`src/rtl/flash_erase_pkg.sv`:
```
package flash_erase_pkg;

    localparam int BYTE_W = 8;

    localparam logic [BYTE_W-1:0] CMD_ERASE   = 8'h20;
    localparam logic [BYTE_W-1:0] CMD_VERIFY  = 8'hA0;
    localparam logic [BYTE_W-1:0] CMD_PROGRAM = 8'h40;
    localparam logic [BYTE_W-1:0] ERASED_BYTE = 8'hFF;

    typedef enum logic [2:0] {
        MODE_READ    = 3'd0,
        MODE_ESETUP  = 3'd1,
        MODE_ERASING = 3'd2,
        MODE_VERIFY  = 3'd3,
        MODE_PSETUP  = 3'd4
    } mode_e;

    typedef struct packed {
        logic start_erase;
        logic halt_erase;
        logic prog_byte;
        logic latch_vaddr;
    } ctl_t;

    function automatic mode_e cmd_to_mode(input logic [BYTE_W-1:0] c);
        case (c)
            CMD_ERASE:   return MODE_ESETUP;
            CMD_VERIFY:  return MODE_VERIFY;
            CMD_PROGRAM: return MODE_PSETUP;
            default:     return MODE_READ;
        endcase
    endfunction

    function automatic logic is_erased(input logic [BYTE_W-1:0] b);
        return b == ERASED_BYTE;
    endfunction

endpackage

```
`src/rtl/fe_cmd_decode.sv`:
```
module fe_cmd_decode
    import flash_erase_pkg::*;
#(
    parameter int ADDR_W = 4
) (
    input  logic              clk,
    input  logic              rst,
    input  logic              we,
    input  logic [ADDR_W-1:0] addr,
    input  logic [BYTE_W-1:0] wdata,
    output mode_e             mode_q,
    output ctl_t              ctl,
    output logic [ADDR_W-1:0] vaddr_q
);

    mode_e mode_d;

    always_comb begin
        mode_d = mode_q;
        ctl    = '0;
        if (we) begin
            case (mode_q)
                MODE_ESETUP: begin
                    if (wdata == CMD_ERASE) begin
                        mode_d          = MODE_ERASING;
                        ctl.start_erase = 1'b1;
                    end else begin
                        mode_d = MODE_READ;
                    end
                end
                MODE_PSETUP: begin
                    ctl.prog_byte = 1'b1;
                    mode_d        = MODE_READ;
                end
                default: begin
                    ctl.halt_erase  = (mode_q == MODE_ERASING);
                    ctl.latch_vaddr = (wdata == CMD_VERIFY);
                    mode_d          = cmd_to_mode(wdata);
                end
            endcase
        end
    end

    always_ff @(posedge clk) begin
        if (rst) begin
            mode_q  <= MODE_READ;
            vaddr_q <= '0;
        end else begin
            mode_q <= mode_d;
            if (ctl.latch_vaddr) vaddr_q <= addr;
        end
    end


    confirm_starts_erase_chk: assert property (@(posedge clk) disable iff (rst)
        (mode_q == MODE_ESETUP && we && wdata == CMD_ERASE) |=> (mode_q == MODE_ERASING));


    abort_setup_chk: assert property (@(posedge clk) disable iff (rst)
        (mode_q == MODE_ESETUP && we && wdata != CMD_ERASE) |=> (mode_q == MODE_READ));


    verify_entry_chk: assert property (@(posedge clk) disable iff (rst)
        (mode_q != MODE_ESETUP && mode_q != MODE_PSETUP && we && wdata == CMD_VERIFY)
        |=> (mode_q == MODE_VERIFY && vaddr_q == $past(addr)));


    program_returns_chk: assert property (@(posedge clk) disable iff (rst)
        (mode_q == MODE_PSETUP && we) |=> (mode_q == MODE_READ));

endmodule

```
`src/rtl/fe_erase_timer.sv`:
```
module fe_erase_timer #(
    parameter int ADDR_W   = 4,
    parameter int TICK_DIV = 4
) (
    input  logic              clk,
    input  logic              rst,
    input  logic              start,
    input  logic              halt,
    output logic              erase_stb,
    output logic [ADDR_W-1:0] erase_idx,
    output logic              running
);

    localparam int CNT_W = (TICK_DIV > 1) ? $clog2(TICK_DIV) : 1;
    localparam logic [CNT_W-1:0]  CNT_LAST = CNT_W'(TICK_DIV - 1);
    localparam logic [ADDR_W-1:0] IDX_LAST = ADDR_W'((1 << ADDR_W) - 1);

    logic [CNT_W-1:0] cnt_q;

    assign erase_stb = running && !halt && (cnt_q == CNT_LAST);

    always_ff @(posedge clk) begin
        if (rst) begin
            running   <= 1'b0;
            cnt_q     <= '0;
            erase_idx <= '0;
        end else if (start) begin
            running   <= 1'b1;
            cnt_q     <= '0;
            erase_idx <= '0;
        end else if (halt) begin
            running <= 1'b0;
        end else if (running) begin
            if (cnt_q == CNT_LAST) begin
                cnt_q     <= '0;
                erase_idx <= erase_idx + 1'b1;
                if (erase_idx == IDX_LAST) running <= 1'b0;
            end else begin
                cnt_q <= cnt_q + 1'b1;
            end
        end
    end


    halt_stops_chk: assert property (@(posedge clk) disable iff (rst)
        (halt && !start) |=> !running);


    start_runs_chk: assert property (@(posedge clk) disable iff (rst)
        start |=> (running && erase_idx == '0));

endmodule

```
`src/rtl/fe_byte_array.sv`:
```
module fe_byte_array
    import flash_erase_pkg::*;
#(
    parameter int ADDR_W = 4
) (
    input  logic              clk,
    input  logic              rst,
    input  logic              prog_en,
    input  logic [ADDR_W-1:0] prog_addr,
    input  logic [BYTE_W-1:0] prog_data,
    input  logic              erase_en,
    input  logic [ADDR_W-1:0] erase_idx,
    input  logic              re,
    input  logic [ADDR_W-1:0] rd_addr,
    input  logic              verify_rd,
    output logic [BYTE_W-1:0] rdata,
    output logic              rvalid,
    output logic              erased_ok
);

    localparam int DEPTH = 1 << ADDR_W;

    logic [BYTE_W-1:0] mem [DEPTH];

    for (genvar i = 0; i < DEPTH; i++) begin : g_byte
        always_ff @(posedge clk) begin
            if (rst) begin
                mem[i] <= ERASED_BYTE;
            end else if (erase_en && erase_idx == ADDR_W'(i)) begin
                mem[i] <= ERASED_BYTE;
            end else if (prog_en && prog_addr == ADDR_W'(i)) begin
                mem[i] <= prog_data;
            end
        end
    end

    always_ff @(posedge clk) begin
        if (rst) begin
            rdata     <= '0;
            rvalid    <= 1'b0;
            erased_ok <= 1'b0;
        end else begin
            rvalid <= re;
            if (re) begin
                rdata     <= mem[rd_addr];
                erased_ok <= verify_rd && is_erased(mem[rd_addr]);
            end else begin
                erased_ok <= 1'b0;
            end
        end
    end


    read_valid_chk: assert property (@(posedge clk) disable iff (rst)
        re |=> rvalid);


    verify_flag_chk: assert property (@(posedge clk) disable iff (rst)
        erased_ok |-> (rvalid && rdata == ERASED_BYTE));

endmodule

```
`src/rtl/flash_erase_ctrl.sv`:
```
module flash_erase_ctrl
    import flash_erase_pkg::*;
#(
    parameter int ADDR_W   = 4,
    parameter int TICK_DIV = 4
) (
    input  logic              clk,
    input  logic              rst,
    input  logic              we,
    input  logic [ADDR_W-1:0] addr,
    input  logic [7:0]        wdata,
    input  logic              re,
    output logic [7:0]        rdata,
    output logic              rvalid,
    output logic              erased_ok,
    output logic [2:0]        mode
);

    mode_e             mode_q;
    ctl_t              ctl;
    logic [ADDR_W-1:0] vaddr_q;
    logic              erase_stb;
    logic [ADDR_W-1:0] erase_idx;
    logic              erase_running;
    logic              in_verify;
    logic [ADDR_W-1:0] rd_sel;

    fe_cmd_decode #(.ADDR_W(ADDR_W)) u_decode (
        .clk     (clk),
        .rst     (rst),
        .we      (we),
        .addr    (addr),
        .wdata   (wdata),
        .mode_q  (mode_q),
        .ctl     (ctl),
        .vaddr_q (vaddr_q)
    );

    fe_erase_timer #(.ADDR_W(ADDR_W), .TICK_DIV(TICK_DIV)) u_timer (
        .clk       (clk),
        .rst       (rst),
        .start     (ctl.start_erase),
        .halt      (ctl.halt_erase),
        .erase_stb (erase_stb),
        .erase_idx (erase_idx),
        .running   (erase_running)
    );

    assign in_verify = (mode_q == MODE_VERIFY);
    assign rd_sel    = in_verify ? vaddr_q : addr;

    fe_byte_array #(.ADDR_W(ADDR_W)) u_array (
        .clk       (clk),
        .rst       (rst),
        .prog_en   (ctl.prog_byte),
        .prog_addr (addr),
        .prog_data (wdata),
        .erase_en  (erase_stb),
        .erase_idx (erase_idx),
        .re        (re),
        .rd_addr   (rd_sel),
        .verify_rd (in_verify),
        .rdata     (rdata),
        .rvalid    (rvalid),
        .erased_ok (erased_ok)
    );

    assign mode = mode_q;


    sweep_only_erasing_chk: assert property (@(posedge clk) disable iff (rst)
        erase_running |-> (mode_q == MODE_ERASING));


    unknown_cmd_read_chk: assert property (@(posedge clk) disable iff (rst)
        (we && mode_q != MODE_ESETUP && mode_q != MODE_PSETUP &&
         wdata != CMD_ERASE && wdata != CMD_VERIFY && wdata != CMD_PROGRAM)
        |=> (mode_q == MODE_READ));


    flag_needs_verify_chk: assert property (@(posedge clk) disable iff (rst)
        (re && mode_q != MODE_VERIFY) |=> !erased_ok);

endmodule

```
`config.mk`:
```
export PLATFORM = sky130hd
export DESIGN_NAME = flash_erase_ctrl
export DESIGN_NICKNAME = d
export VERILOG_FILES = /design/src/rtl/flash_erase_pkg.sv /design/src/rtl/fe_cmd_decode.sv /design/src/rtl/fe_erase_timer.sv /design/src/rtl/fe_byte_array.sv /design/src/rtl/flash_erase_ctrl.sv
export SDC_FILE = /design/constraint.sdc
export NUM_CORES = 1
export LEC_CHECK = 0
export ABC_AREA = 1
export BUFFER_PORTS_ARGS = -buffer_cell sky130_fd_sc_hd__buf_4
export CAP_MARGIN = 30
export CELL_PAD_IN_SITES_DETAIL_PLACEMENT = 2
export CELL_PAD_IN_SITES_GLOBAL_PLACEMENT = 2
export CORE_ASPECT_RATIO = 0.5
export CORE_MARGIN = 2
export CORE_UTILIZATION = 40
export CTS_BUF_LIST = sky130_fd_sc_hd__clkbuf_4
export DETAILED_ROUTE_END_ITERATION = 12
export PLACE_DENSITY = 0.89
export SLEW_MARGIN = 20
export SYNTH_ARGS = -nofsm -noshare
export SYNTH_HDL_FRONTEND = slang
export SYNTH_SLANG_ARGS = --single-unit
export TNS_END_PERCENT = 10
```
`constraint.sdc`:
```
create_clock -name clk -period 2.3 [get_ports clk]
set_input_delay 0.23 -clock clk [delete_from_list [all_inputs] [get_ports clk]]
set_output_delay 0.23 -clock clk [all_outputs]
set_load 0.05 [all_outputs]
```
# Word-level counts from Yosys, hierarchy flattened
# Memories as Yosys holds them, arrays and structs flattened.
# Cells that the tools add are included.
# W data, S select, Z words.
[word_totals]
regBits = 24
mem_bits_rw = 128
input_bits = 16
output_inout_bits = 13
word_cells = 289
memories = 1
[mem_list]
columns = ["memory", "words", "word_bits", "read_ports", "rd_clocked_by_memory_dff", "write_ports", "line", "source"]
rows = [
  ["u_array.mem", 16, 8, 1, 0, 16, "fe_byte_array.sv:23", "logic [BYTE_W-1:0] mem [DEPTH];"],
]
[classes]
n_addsub = 2
eq_ne = 39
n_mux = 162
n_bitwise = 34
n_reduce_logical = 43
[ops]
columns = ["cell", "count"]
rows = [
  ["$mux W8", 32],
  ["$mux W1", 124],
  ["$eq A4 B4 Y1 const B", 16],
  ["$logic_and A1 B1 Y1", 35],
  ["$eq A4 B3 Y1 const B", 8],
  ["$or A1 B1 Y1", 32],
  ["$eq A4 B2 Y1 const B", 4],
  ["$eq A8 B8 Y1 const B", 2],
  ["$pmux W3 S3", 1],
  ["$eq A4 B1 Y1 const B", 2],
  ["$eq A8 B6 Y1 const B", 1],
  ["$eq A8 B7 Y1 const B", 1],
  ["$logic_not A4 Y1", 2],
  ["$mux W4", 2],
  ["$eq A3 B2 Y1 const B", 2],
  ["$pmux W3 S2", 1],
  ["$reduce_or A2 Y1", 3],
  ["$add A4 B1 Y4 const B", 1],
  ["$mux W2", 2],
  ["$eq A3 B1 Y1 const B", 1],
  ["$eq A3 B3 Y1 const B", 1],
  ["$reduce_and A3 Y1", 1],
  ["$add A2 B1 Y2 const B", 1],
  ["$eq A2 B2 Y1 const B", 1],
  ["other kinds (3)", 4],
]

# Longest topological paths before layout
# Gate-level depths: netlist of run 1.
[logic_depth]
word_depth = 13
depth_mapped = 14
ltp_nobuf = 12

# Hierarchy
# Synthesis of run 1 repeated with hierarchy kept, for this count alone.
[unflattened]
cells_unflattened = 906
hier_area_um2 = 7558.5
[modules_own_cells]
columns = ["module", "instances", "cells_per_inst", "area_per_inst_um2", "seq_area_each_um2"]
rows = [
  ["fe_byte_array", 1, 776, 6700.2, 4043.9],
  ["fe_cmd_decode", 1, 70, 444.2, 140.1],
  ["fe_erase_timer", 1, 45, 341.6, 140.1],
  ["flash_erase_ctrl", 1, 15, 72.6, 0.0],
]

# Least setup slack after synthesis of run 1
# OpenSTA, ideal clock, no wires.
[synth_path]
kind = "register to register"
startpoint = "register u_decode.mode_q[2]"
endpoint = "memory u_array.mem[12][0] (enable)"
arrival_time_ps = 1996
required_time_ps = 1924
slack_ps = -72
stages_incl_launch_ff = 9
n_path_buf = 0
synth_period_minus_slack_ps = 2372
cell_sequence = "dfxtp_1 inv_2 nor2_1 nand2_1 nor2_1 inv_1 nor3_1 inv_1 o211ai_1"
[synth_rtl]
columns = ["item", "line", "source"]
rows = [
  ["start: declaration", "fe_cmd_decode.sv:11", "output mode_e mode_q,"],
  ["start signal: assignment", "fe_cmd_decode.sv:49", "mode_q <= mode_d;"],
  ["end: declaration", "fe_byte_array.sv:23", ""],
]

==> impl_summary.log, run 1 <==
[metrics] RSZ-0062 raised after global routing: yes
[metrics] worst clock skew: 28.0 ps
[metrics] total of fill cells in the finished design: 1868
[metrics] final worst path period need: 2510 ps
[metrics] die width: 194 um
[metrics] maximum number of pins on one net before global-route repair: 65
[metrics] summed instance area of the synthesized netlist: 7210 um^2
[metrics] area of placed instances: 7920 um^2
[metrics] total area of sequential cells: 4330 um^2
[metrics] element type at the critical path start: flop
[metrics] TritonCTS clock tree: built
[metrics] YS warnings: 0
[metrics] Arr. time, crit path: 2880 ps
[metrics] vias per std cell: 6.57
[metrics] outcome: complete, but fails checks
[metrics] Post-Synthesis Mean Instance Area: 9.01 um^2
[metrics] DRC errors left: 0
[metrics] number of DRC markers in iteration 0: 1091
[metrics] number of global-route vias before repair: 7385
[metrics] Critical Path End Type: flop
[metrics] Worst Setup Slack, final: -205 ps
[metrics] sinks on the clock net: 152
[metrics] later-pin clock latency in the skew report: 640 ps
[metrics] Cells after Synth: 800
[metrics] Pwr Density: 647 nW/um^2
[metrics] global route overflow: 0
[metrics] count of input and output buffers: 28
[metrics] Root Driver: clkbuf_4
[metrics] Max Clock Freq: 0.399 GHz
[metrics] maximum ir drop on the vdd rail: 271 uV
[metrics] flip-flop and latch count after synthesis: 152
[metrics] effective utilization at floorplan: 41.1%
[metrics] area of the core: 17500 um^2
[metrics] final count of hold timing violations: 0
[metrics] violated checks: negative setup slack
[metrics] footprint of the multi-input gates: 2690 um^2
[metrics] clock buffers created by TritonCTS: 17
[metrics] Max Cap Violations: 0
[metrics] Final Instance Area: 8560 um^2
[metrics] vertical die dimension: 98.9 um
[metrics] net total in the final layout: 885
[metrics] Bufs on Longest Clock Path: 2
[metrics] count of final max-slew check failures: 0
[metrics] total die area: 19200 um^2
[metrics] clock-pin slew reported for the worst setup and hold paths after clock tree synthesis: 190 ps
[metrics] share of the cycle needed by the critical path after routing: 109%
[metrics] average routed wire per standard cell: 35.8 um
[metrics] placement row count: 34
[metrics] H-tree depth: 4
[metrics] antenna violations before repair: 2
[metrics] routability-driven placement congestion ratio: 0.837
[metrics] Worst Path Max Fanout: 8
[metrics] worst slew margin relative to its limit: 32.7%
[metrics] overall routing resource usage: 37.8%
[metrics] startpoint-to-endpoint class of the critical path: flop to flop
[metrics] fraction of final layout cells with drive strength greater than 1: 18.7%
[metrics] Synthesized Nets: 821
[metrics] router iterations before antenna repair: 6
[metrics] sequential fraction of the synthesis area: 60.0%
[metrics] boundary pin count: 29
[metrics] worst hold-check path type: input pin to flop
[metrics] worst-margin pin slew: 1010 ps
[metrics] vias after detailed routing: 7306
[metrics] Leakage Power: 3.04 nW
[metrics] antenna violation net count after detailed routing: 0
[metrics] final-layout worst hold slack: 69.5 ps
[metrics] Total Routed Length: 39.8 mm
[metrics] total negative setup slack: -3410 ps
[metrics] layout overhead on the synthesized area: 18.7%
[metrics] first-pass GRT wire length: 52.2 mm
[metrics] required time worst endpoint: 2680 ps
[metrics] Cell variety after synth: 32
[metrics] endpoints failing setup: 65
[metrics] HPWL after detailed placement: 20.4 mm
cells in the mapped netlist, drive strengths merged:
master	number	area (um^2)
clkinv	7	26.3
o21bai	2	15.0
o21ai	17	96.4
buf	20	125
nor4	2	12.5
o211ai	3	22.5
o31ai	1	7.51
edfxtp	128	3840
a31oi	1	6.26
nand2	316	1200
ha	5	62.6
nor2	36	135
clkbuf	15	56.3
nand4	6	43.8
a21oi	18	90.1
a211oi	4	30.0
dfxtp	24	480
nand3	140	706
nor3	7	66.3
xor2	1	8.76
inv	47	176
layout make-up:
type                    count  area share (%)
multi-input cells         559            31.4
flip-flops and latches    152            50.6
clock buffers              17            1.49
repair buffers             80            9.23
inverters                  54            2.47
well taps                 234            3.42
clock inverters            15            1.36
diodes                      1          0.0292
state kept, by name (all words and copies together) (netlist names):
register           count
u_array.erased_ok      1
u_array.mem          128
u_array.rdata          8
u_array.rvalid         1
u_decode.mode_q        3
u_decode.vaddr_q       4
u_timer.cnt_q          2
u_timer.erase_idx      4
u_timer.running        1
repair_timing:
action | in CTS | in global routing
cloned | 0 | 3
setup buffers | 1 | 1
pin swaps | 1 | 2
setup endpoints to repair | 173 | 240
resized for setup | 12 | 47
endpoints found under the hold margin | 17 | 0
hold buffers | 7 | 0
path summary, 6_finish.rpt:
path / cells after the start / endpoint / from / slack [ps]
worst max-delay path: 9 / u_array.mem[8][0] / u_decode.mode_q[2] / -210
worst min-delay path: 5 / u_decode.mode_q[0] / wdata[5] / 70
worst max register to register: 9 / u_array.mem[8][0] / u_decode.mode_q[2] / -210
worst min register to register: 2 / u_timer.cnt_q[1] / u_timer.cnt_q[1] / 520
power by group:
group | switching, W | internal (W) | leakage (nW) | total [W]
combinational | 0.000556 | 0.000187 | 1.83 | 0.000744
clock | 0.00135 | 0.000449 | 0.135 | 0.00180
sequential | 0.0000112 | 0.00299 | 1.08 | 0.00300
stage by stage:
step	setup WS [ps]	cells	total power, W	utilization, %
2_1_floorplan	25.4	800	0.00338	-
3_3_place_gp	120	1067	0.00361	45.2
3_5_place_dp	-93.3	1067	0.00366	45.2
4_1_cts	-76.8	1107	0.00526	47.3
5_1_grt	-286	1112	0.00559	48.9
6_report	-205	1112	0.00554	48.9
logic make-up (layout without fill, tap and decap cells):
kind of cell | after synthesis | in the layout | share of synthesized area (%)
simple gates | 507 | 507 | 30.0
flops | 152 | 152 | 60.0
buf+inv | 89 | 166 | 5.33
xor+xnor | 1 | 1 | 0.121
compound gates | 46 | 46 | 3.71
fa+ha+maj | 5 | 5 | 0.867
other cells | 0 | 1 | 0
critical path, cell delays in order, from the launching register on:
cell,delay (ps)
dfxtp_4,430
inv_2,80
nor2_1,160
nand2_1,140
nor2_4,160
inv_1,150
nor4_1,400
nand2_1,210
inv_1,300
nand2_1,230
routing by layer:
layer | vias to the layer above | track usage (%) | routed length (um) | part of all wire (%)
li1 | 2815 | - | - | -
met1 | 3636 | 49.3 | 15100 | 38
met2 | 657 | 61.5 | 17400 | 44
met3 | 194 | 8.04 | 4650 | 12
met4 | 4 | 17.0 | 2610 | 6.5
met5 | - | 0 | 39 | 0.098
cell usage in the layout (no fill, tap or decap), drive strengths merged, types with 2 or more instances in the layout:
cell type      n
inv           52
nor2          36
a211oi         4
nand4          6
nand3        140
dfxtp         24
nor4           2
o21bai         2
ha             5
nand2        316
o21ai         17
nor3           7
clkinv        15
dlygate4sd3    7
clkinvlp       2
clkbuf        20
a21oi         18
edfxtp       128
buf           70
o211ai         3
No activity file was read; power rests on OpenSTA's default activity.
==> run 2, diff against run 1 <==
Settings changed: ABC_AREA 1 to not set, ABC_CLOCK_PERIOD_IN_PS set to 2300, CORE_UTILIZATION 40 to 44, PLACE_DENSITY 0.89 to 0.9.
==> run 2 against run 1 <==
The flow now stops in global routing. Synthesized cell count shrank 14%. Synthesized area grew 7.9%.
==> impl_summary.log, run 2 <==
[metrics] summed instance area of the synthesized netlist: 7780 um^2 (+7.9%)
[metrics] count of flip-flops with a built-in enable after synthesis: 128 (unchanged)
[metrics] HPWL after detailed placement: 28.4 mm (+39%)
[metrics] clock buffers created by TritonCTS: 17 (unchanged)
[metrics] Post-Synthesis Mean Instance Area: 11.3 um^2 (+25%)
[metrics] H-tree depth: 4 (unchanged)
[metrics] outcome: aborted with a tool error
[metrics] Cell variety after synth: 59 (+84%)
[metrics] first error line in the log: [ERROR GRT-0232] Routing congestion too high. Check the congestion heatmap in the GUI.
[metrics] Synthesized Nets: 709 (-14%)
[metrics] vertical die dimension: 98.0 um (-0.93%)
[metrics] sequential fraction of the synthesis area: 55.6% (-4.4 points)
[metrics] Cells after Synth: 688 (-14%)
[metrics] overall routing resource usage: 81.5%
[metrics] routability-driven placement congestion ratio: 0.932 (+11%)
[metrics] effective utilization at floorplan: 44.8% (+3.7 points)
[metrics] antenna violations before repair: 12
[metrics] placement row count: 34 (unchanged)
[metrics] YS warnings: 0 (unchanged)
[metrics] boundary pin count: 29 (unchanged)
[metrics] Yosys top cell area share: 49.4% (-3.9 points)
[metrics] sinks on the clock net: 152 (unchanged)
[metrics] area leader, netlist: edfxtp_1
[metrics] Worst endpoint, post-GRT repair: u_array.erased_ok$_SDFF_PP0_/D
[metrics] global route overflow: 107
[metrics] type of pin the worst path ends at: register data pin
[metrics] Bufs on Longest Clock Path: 2 (unchanged)
[metrics] cell types with the largest area share after synthesis: edfxtp_1, or2_2, dfxtp_1
[metrics] die width: 192 um (-0.96%)
[metrics] most numerous cell types in the synthesized netlist: edfxtp_1, or2_2, nand2_1, mux2i_1, a21oi_1
[metrics] Last stage: global routing
[metrics] Async S/R FF share, synth: 0% (unchanged)
[metrics] count of input and output buffers: 28 (unchanged)
[metrics] maximum number of pins on one net before global-route repair: 28
[metrics] Root Driver: clkbuf_4
[metrics] Most used DFF post-synth: edfxtp_1
[metrics] flip-flop and latch count after synthesis: 152 (unchanged)
[run 2: cell count changes after synthesis, sizes merged, moves of 10 or more]
cell    change
nand2b     +15
inv        -32
a211oi     +20
or2       +129
nand2     -263
nand3     -127
mux2i      +48
clkbuf     +10
o22ai      +12
a21oi      +18
o211ai     +11
[run 2: kinds of logic after synthesis]
family / share of synthesized area [%]
compound gates: 12.2
xor+xnor: 0.450
fa+ha+maj: 0.804
buf+inv: 3.27
flops: 55.6
mux: 7.77
simple gates: 19.9
[run 2: timing repair]
item / in CTS
endpoints found under the setup margin: 213
hold endpoints to repair: 6
resized for setup: 123
hold buffers: 3
pin swaps: 22
gates cloned: 2
buffers inserted: 16
[run 2: metal layers]
metal  global-route usage [%]  overflow
met1                     85.5         0
met5                     39.2         0
met4                     79.2        64
met2                     89.5        42
met3                     72.1         1
[run 2: metrics by stage]
stage               worst slack, ps  area, um^2  cells
detailed placement             -489        9170   1034
global placement               -349        9170   1034
floorplan                     -36.3        7820    688
CTS                            -160       10300   1086
==> run 3, diff against run 2 <==
Settings changed: CELL_PAD_IN_SITES_DETAIL_PLACEMENT 2 to not set, CELL_PAD_IN_SITES_GLOBAL_PLACEMENT 2 to not set, CORE_ASPECT_RATIO 0.5 to not set, CORE_UTILIZATION 44 to 40, CTS_BUF_LIST sky130_fd_sc_hd__clkbuf_4 to not set, PLACE_DENSITY 0.9 to not set, PLACE_DENSITY_LB_ADDON set to 0.15.
==> run 3 against run 2 <==
The flow now finishes, with violations (negative setup slack). Synthesized area stayed put. Synthesized cell count stayed put.
==> impl_summary.log, run 3 <==
[metrics] launch point of the worst reg-to-reg path: u_decode.mode_q[0]
[metrics] sequential share of power: 47.6%
[metrics] number of flip-flops under the largest register name: 128
[metrics] largest reg by FF count: u_array.mem
[metrics] Reg2Reg Depth: 6
[metrics] Worst path top cell family by delay: simple AND/OR/NAND/NOR gates
[metrics] startpoint-to-endpoint class of the critical path: flop to flop
[metrics] Yosys top cell area share: 49.4% (unchanged)
[metrics] switching part of the total power: 24.0%
[metrics] post-placement worst setup slack: -147 ps (+342 ps)
[metrics] number of buffers and inverters on the critical path: 2
[metrics] worst-margin pin slew: 859 ps
[metrics] antenna violation net count after detailed routing: 0
[metrics] Synthesized Nets: 709 (unchanged)
[metrics] Root Driver: clkbuf_16
[metrics] Antenna Cells: 0
[metrics] cell-by-cell trace of the critical path: buf_4 -> or4b_4 -> nor2_1 -> buf_4 -> o211ai_1 -> or2_2
[metrics] number of global-route vias before repair: 5672
[metrics] first-pass GRT wire length: 34.9 mm
[metrics] commonest cells after routing, fill and taps aside: or2_2, edfxtp_1, buf_4
[metrics] cell types with the largest area share after synthesis: edfxtp_1, or2_2, dfxtp_1
[metrics] total die area: 20600 um^2
[metrics] count of final max-slew check failures: 0
[metrics] Final Instance Area: 9600 um^2
[metrics] required time worst endpoint: 2470 ps
[metrics] count of flip-flops with a built-in enable after synthesis: 128 (unchanged)
[metrics] router iterations before antenna repair: 5
[metrics] outcome: complete, but fails checks
[metrics] sinks on the clock net: 152 (unchanged)
[metrics] antenna violations before repair: 1
[metrics] boundary pin count: 29 (unchanged)
[metrics] final-layout worst hold slack: 96.7 ps
[metrics] die width: 143 um (-25%)
[metrics] Cell variety after synth: 59 (unchanged)
[metrics] Hold Startpoint: re
[metrics] violated checks: negative setup slack
[metrics] most frequent cell on the critical path: buf_4
[metrics] area of the core: 19300 um^2
[metrics] global route overflow: 0
[metrics] area of placed instances: 8840 um^2 (-3.6%)
[metrics] worst hold-check path type: input pin to flop
[metrics] layout overhead on the synthesized area: 23.5%
[metrics] Max Clock Freq: 0.425 GHz
[metrics] TritonCTS clock tree: built
[metrics] number of DRC markers in iteration 0: 462
[metrics] Worst Path Max Fanout: 8
[metrics] count of hold-fix buffers inserted at cts: 0 (-3)
[metrics] routability-driven placement congestion ratio: 0.963 (+3.3%)
[metrics] effective utilization at floorplan: 40.4% (-4.5 points)
[metrics] Crit path largest cell delay: 580 ps
[metrics] vias per std cell: 5.45
[metrics] setup slack of the most critical reg-to-reg path: -50 ps
[metrics] Leakage Power: 3.18 nW
[metrics] area leader, netlist: edfxtp_1
[metrics] H-tree depth: 4 (unchanged)
[metrics] HPWL after detailed placement: 16.5 mm (-42%)
[metrics] average routed wire per standard cell: 21.8 um
[metrics] Total Routed Length: 23.1 mm
[metrics] YS warnings: 0 (unchanged)
[metrics] clock buffers created by TritonCTS: 17 (unchanged)
[metrics] final count of hold timing violations: 0
[metrics] worst slew margin relative to its limit: 42.4%
[metrics] vertical die dimension: 143 um (+46%)
[metrics] net switching power of the design: 0.00151 W
[metrics] Pint: 0.00479 W
[metrics] Critical Path End Type: flop
[metrics] Regs by FF count: u_array.mem: 128 flops, u_array.rdata: 8 flops
[metrics] portion of total power attributed to combinational logic: 9.1%
[metrics] sequential fraction of the synthesis area: 55.6% (unchanged)
[metrics] placement row count: 51 (+50%)
[metrics] endpoints failing setup: 17
[metrics] fraction of power consumed by the clock network: 43.3%
[metrics] DRC errors left: 0
[metrics] worst clock skew: 9.75 ps
[metrics] summed instance area of the synthesized netlist: 7780 um^2 (unchanged)
[metrics] Bufs on Longest Clock Path: 2 (unchanged)
[metrics] final worst path period need: 2350 ps
[metrics] share of the cycle needed by the critical path after routing: 102%
[metrics] critical register-to-register path endpoint: u_array.mem[12][5]
[metrics] Async S/R FF share, synth: 0% (unchanged)
[metrics] net total in the final layout: 804
[metrics] element type at the critical path start: flop
[metrics] Max Cap Violations: 0
[metrics] Post-Synthesis Mean Instance Area: 11.3 um^2 (unchanged)
[metrics] Arr. time, crit path: 2530 ps
[metrics] clock-pin slew reported for the worst setup and hold paths after clock tree synthesis: 60 ps
[metrics] maximum number of pins on one net before global-route repair: 24
[metrics] RSZ-0062 raised after global routing: yes
[metrics] total of fill cells in the finished design: 1747
[metrics] Cells after Synth: 688 (unchanged)
[metrics] Pwr Density: 656 nW/um^2
[metrics] maximum ir drop on the vdd rail: 514 uV
[metrics] Worst Setup Slack, final: -54.0 ps
[metrics] fraction of final layout cells with drive strength greater than 1: 40.8%
[metrics] worst hold path stage count: 2
[metrics] slowest stage cell, crit path: or4b_4
[metrics] later-pin clock latency in the skew report: 430 ps
[metrics] vias after detailed routing: 5785
[metrics] most numerous cell types in the synthesized netlist: edfxtp_1, or2_2, nand2_1, mux2i_1, a21oi_1
[metrics] overall routing resource usage: 23.6%
[metrics] hold-critical path endpoint: u_array.rdata[5]
[metrics] count of input and output buffers: 28 (unchanged)
[metrics] Design Power: 0.00630 W
[metrics] Most used DFF post-synth: edfxtp_1
[metrics] flip-flop and latch count after synthesis: 152 (unchanged)
## run 3: cell counts after synthesis
Identical to the previous run, type by type.
## run 3: routing by layer
metal | GRT usage (%) | routed length, um
met1 | 32.3 | 10700
met4 | 8.62 | 576
met2 | 37.9 | 10800
met5 | 0 | 0
met3 | 3.73 | 1030
## run 3: cell type report
class	count	area (um^2)	share of cell area [%]
Inverter	15	56.3	0.586
Timing Repair Buffer	118	943	9.82
Multi-Input combinational cell	479	3380	35.2
Tap cell	265	332	3.45
Clock buffer	20	437	4.55
Clock inverter	12	126	1.32
Sequential cell	152	4330	45.1
## run 3: cell families (layout without fill, tap and decap cells)
kind of cell	after synthesis	count (layout)	share of synthesized area (%)
muxes	58	58	7.77
buffers and inverters	57	165	3.27
and+or+nand+nor	275	275	19.9
AOI/OAI and AO/OA	137	137	12.2
adders and majority gates	5	5	0.804
xor gates and xnor gates	4	4	0.450
DFF	152	152	55.6
## run 3: worst reg2reg max path, cell delays in order, from the launching register on
cell      delay (ps)
dfxtp_2          330
buf_4            170
or4b_4           580
nor2_1           130
buf_4            160
o211ai_1         320
or2_2            400
## run 3: what timing repair did
item                       in CTS  in global routing
setup endpoints to repair      71                122
pin swaps                       2                  2
cloned                          0                  0
gates resized for setup         4                 30
buffers inserted                1                  3
## run 3: how the worst max path moves through the flow
stage                       startpoint                  to  slack, ps  cells past startpoint
floorplan           u_decode.mode_q[0]   u_array.erased_ok        -40                      8
global placement    u_decode.mode_q[2]    u_array.rdata[1]        -90                      8
detailed placement  u_decode.mode_q[2]   u_array.erased_ok       -150                      8
CTS                 u_decode.mode_q[0]   u_array.mem[4][6]        -70                      6
global route        u_decode.mode_q[0]  u_array.mem[12][6]       -130                      6
finish              u_decode.mode_q[0]  u_array.mem[12][5]        -50                      6
## run 3: through the flow
| stage | cells | utilization (%) | TNS, ps |
|---|---|---|---|
| finish | 1061 | 49.8 | -446 |
| floorplan | 688 | - | -660 |
| global placement | 1023 | 45.8 | -1240 |
| CTS | 1057 | 48.9 | -2370 |
| global route | 1061 | 49.8 | -3040 |
| detailed placement | 1024 | 45.9 | -3070 |
## run 3: power by group through the flow
stage          sequential, W  clock (W)  combinational, W
6_report             0.00300    0.00273          0.000574
3_5_place_dp         0.00306          0          0.000547
4_1_cts              0.00300    0.00274          0.000552
2_1_floorplan        0.00310          0          0.000246
3_3_place_gp         0.00306          0          0.000541
5_1_grt              0.00300    0.00285          0.000609
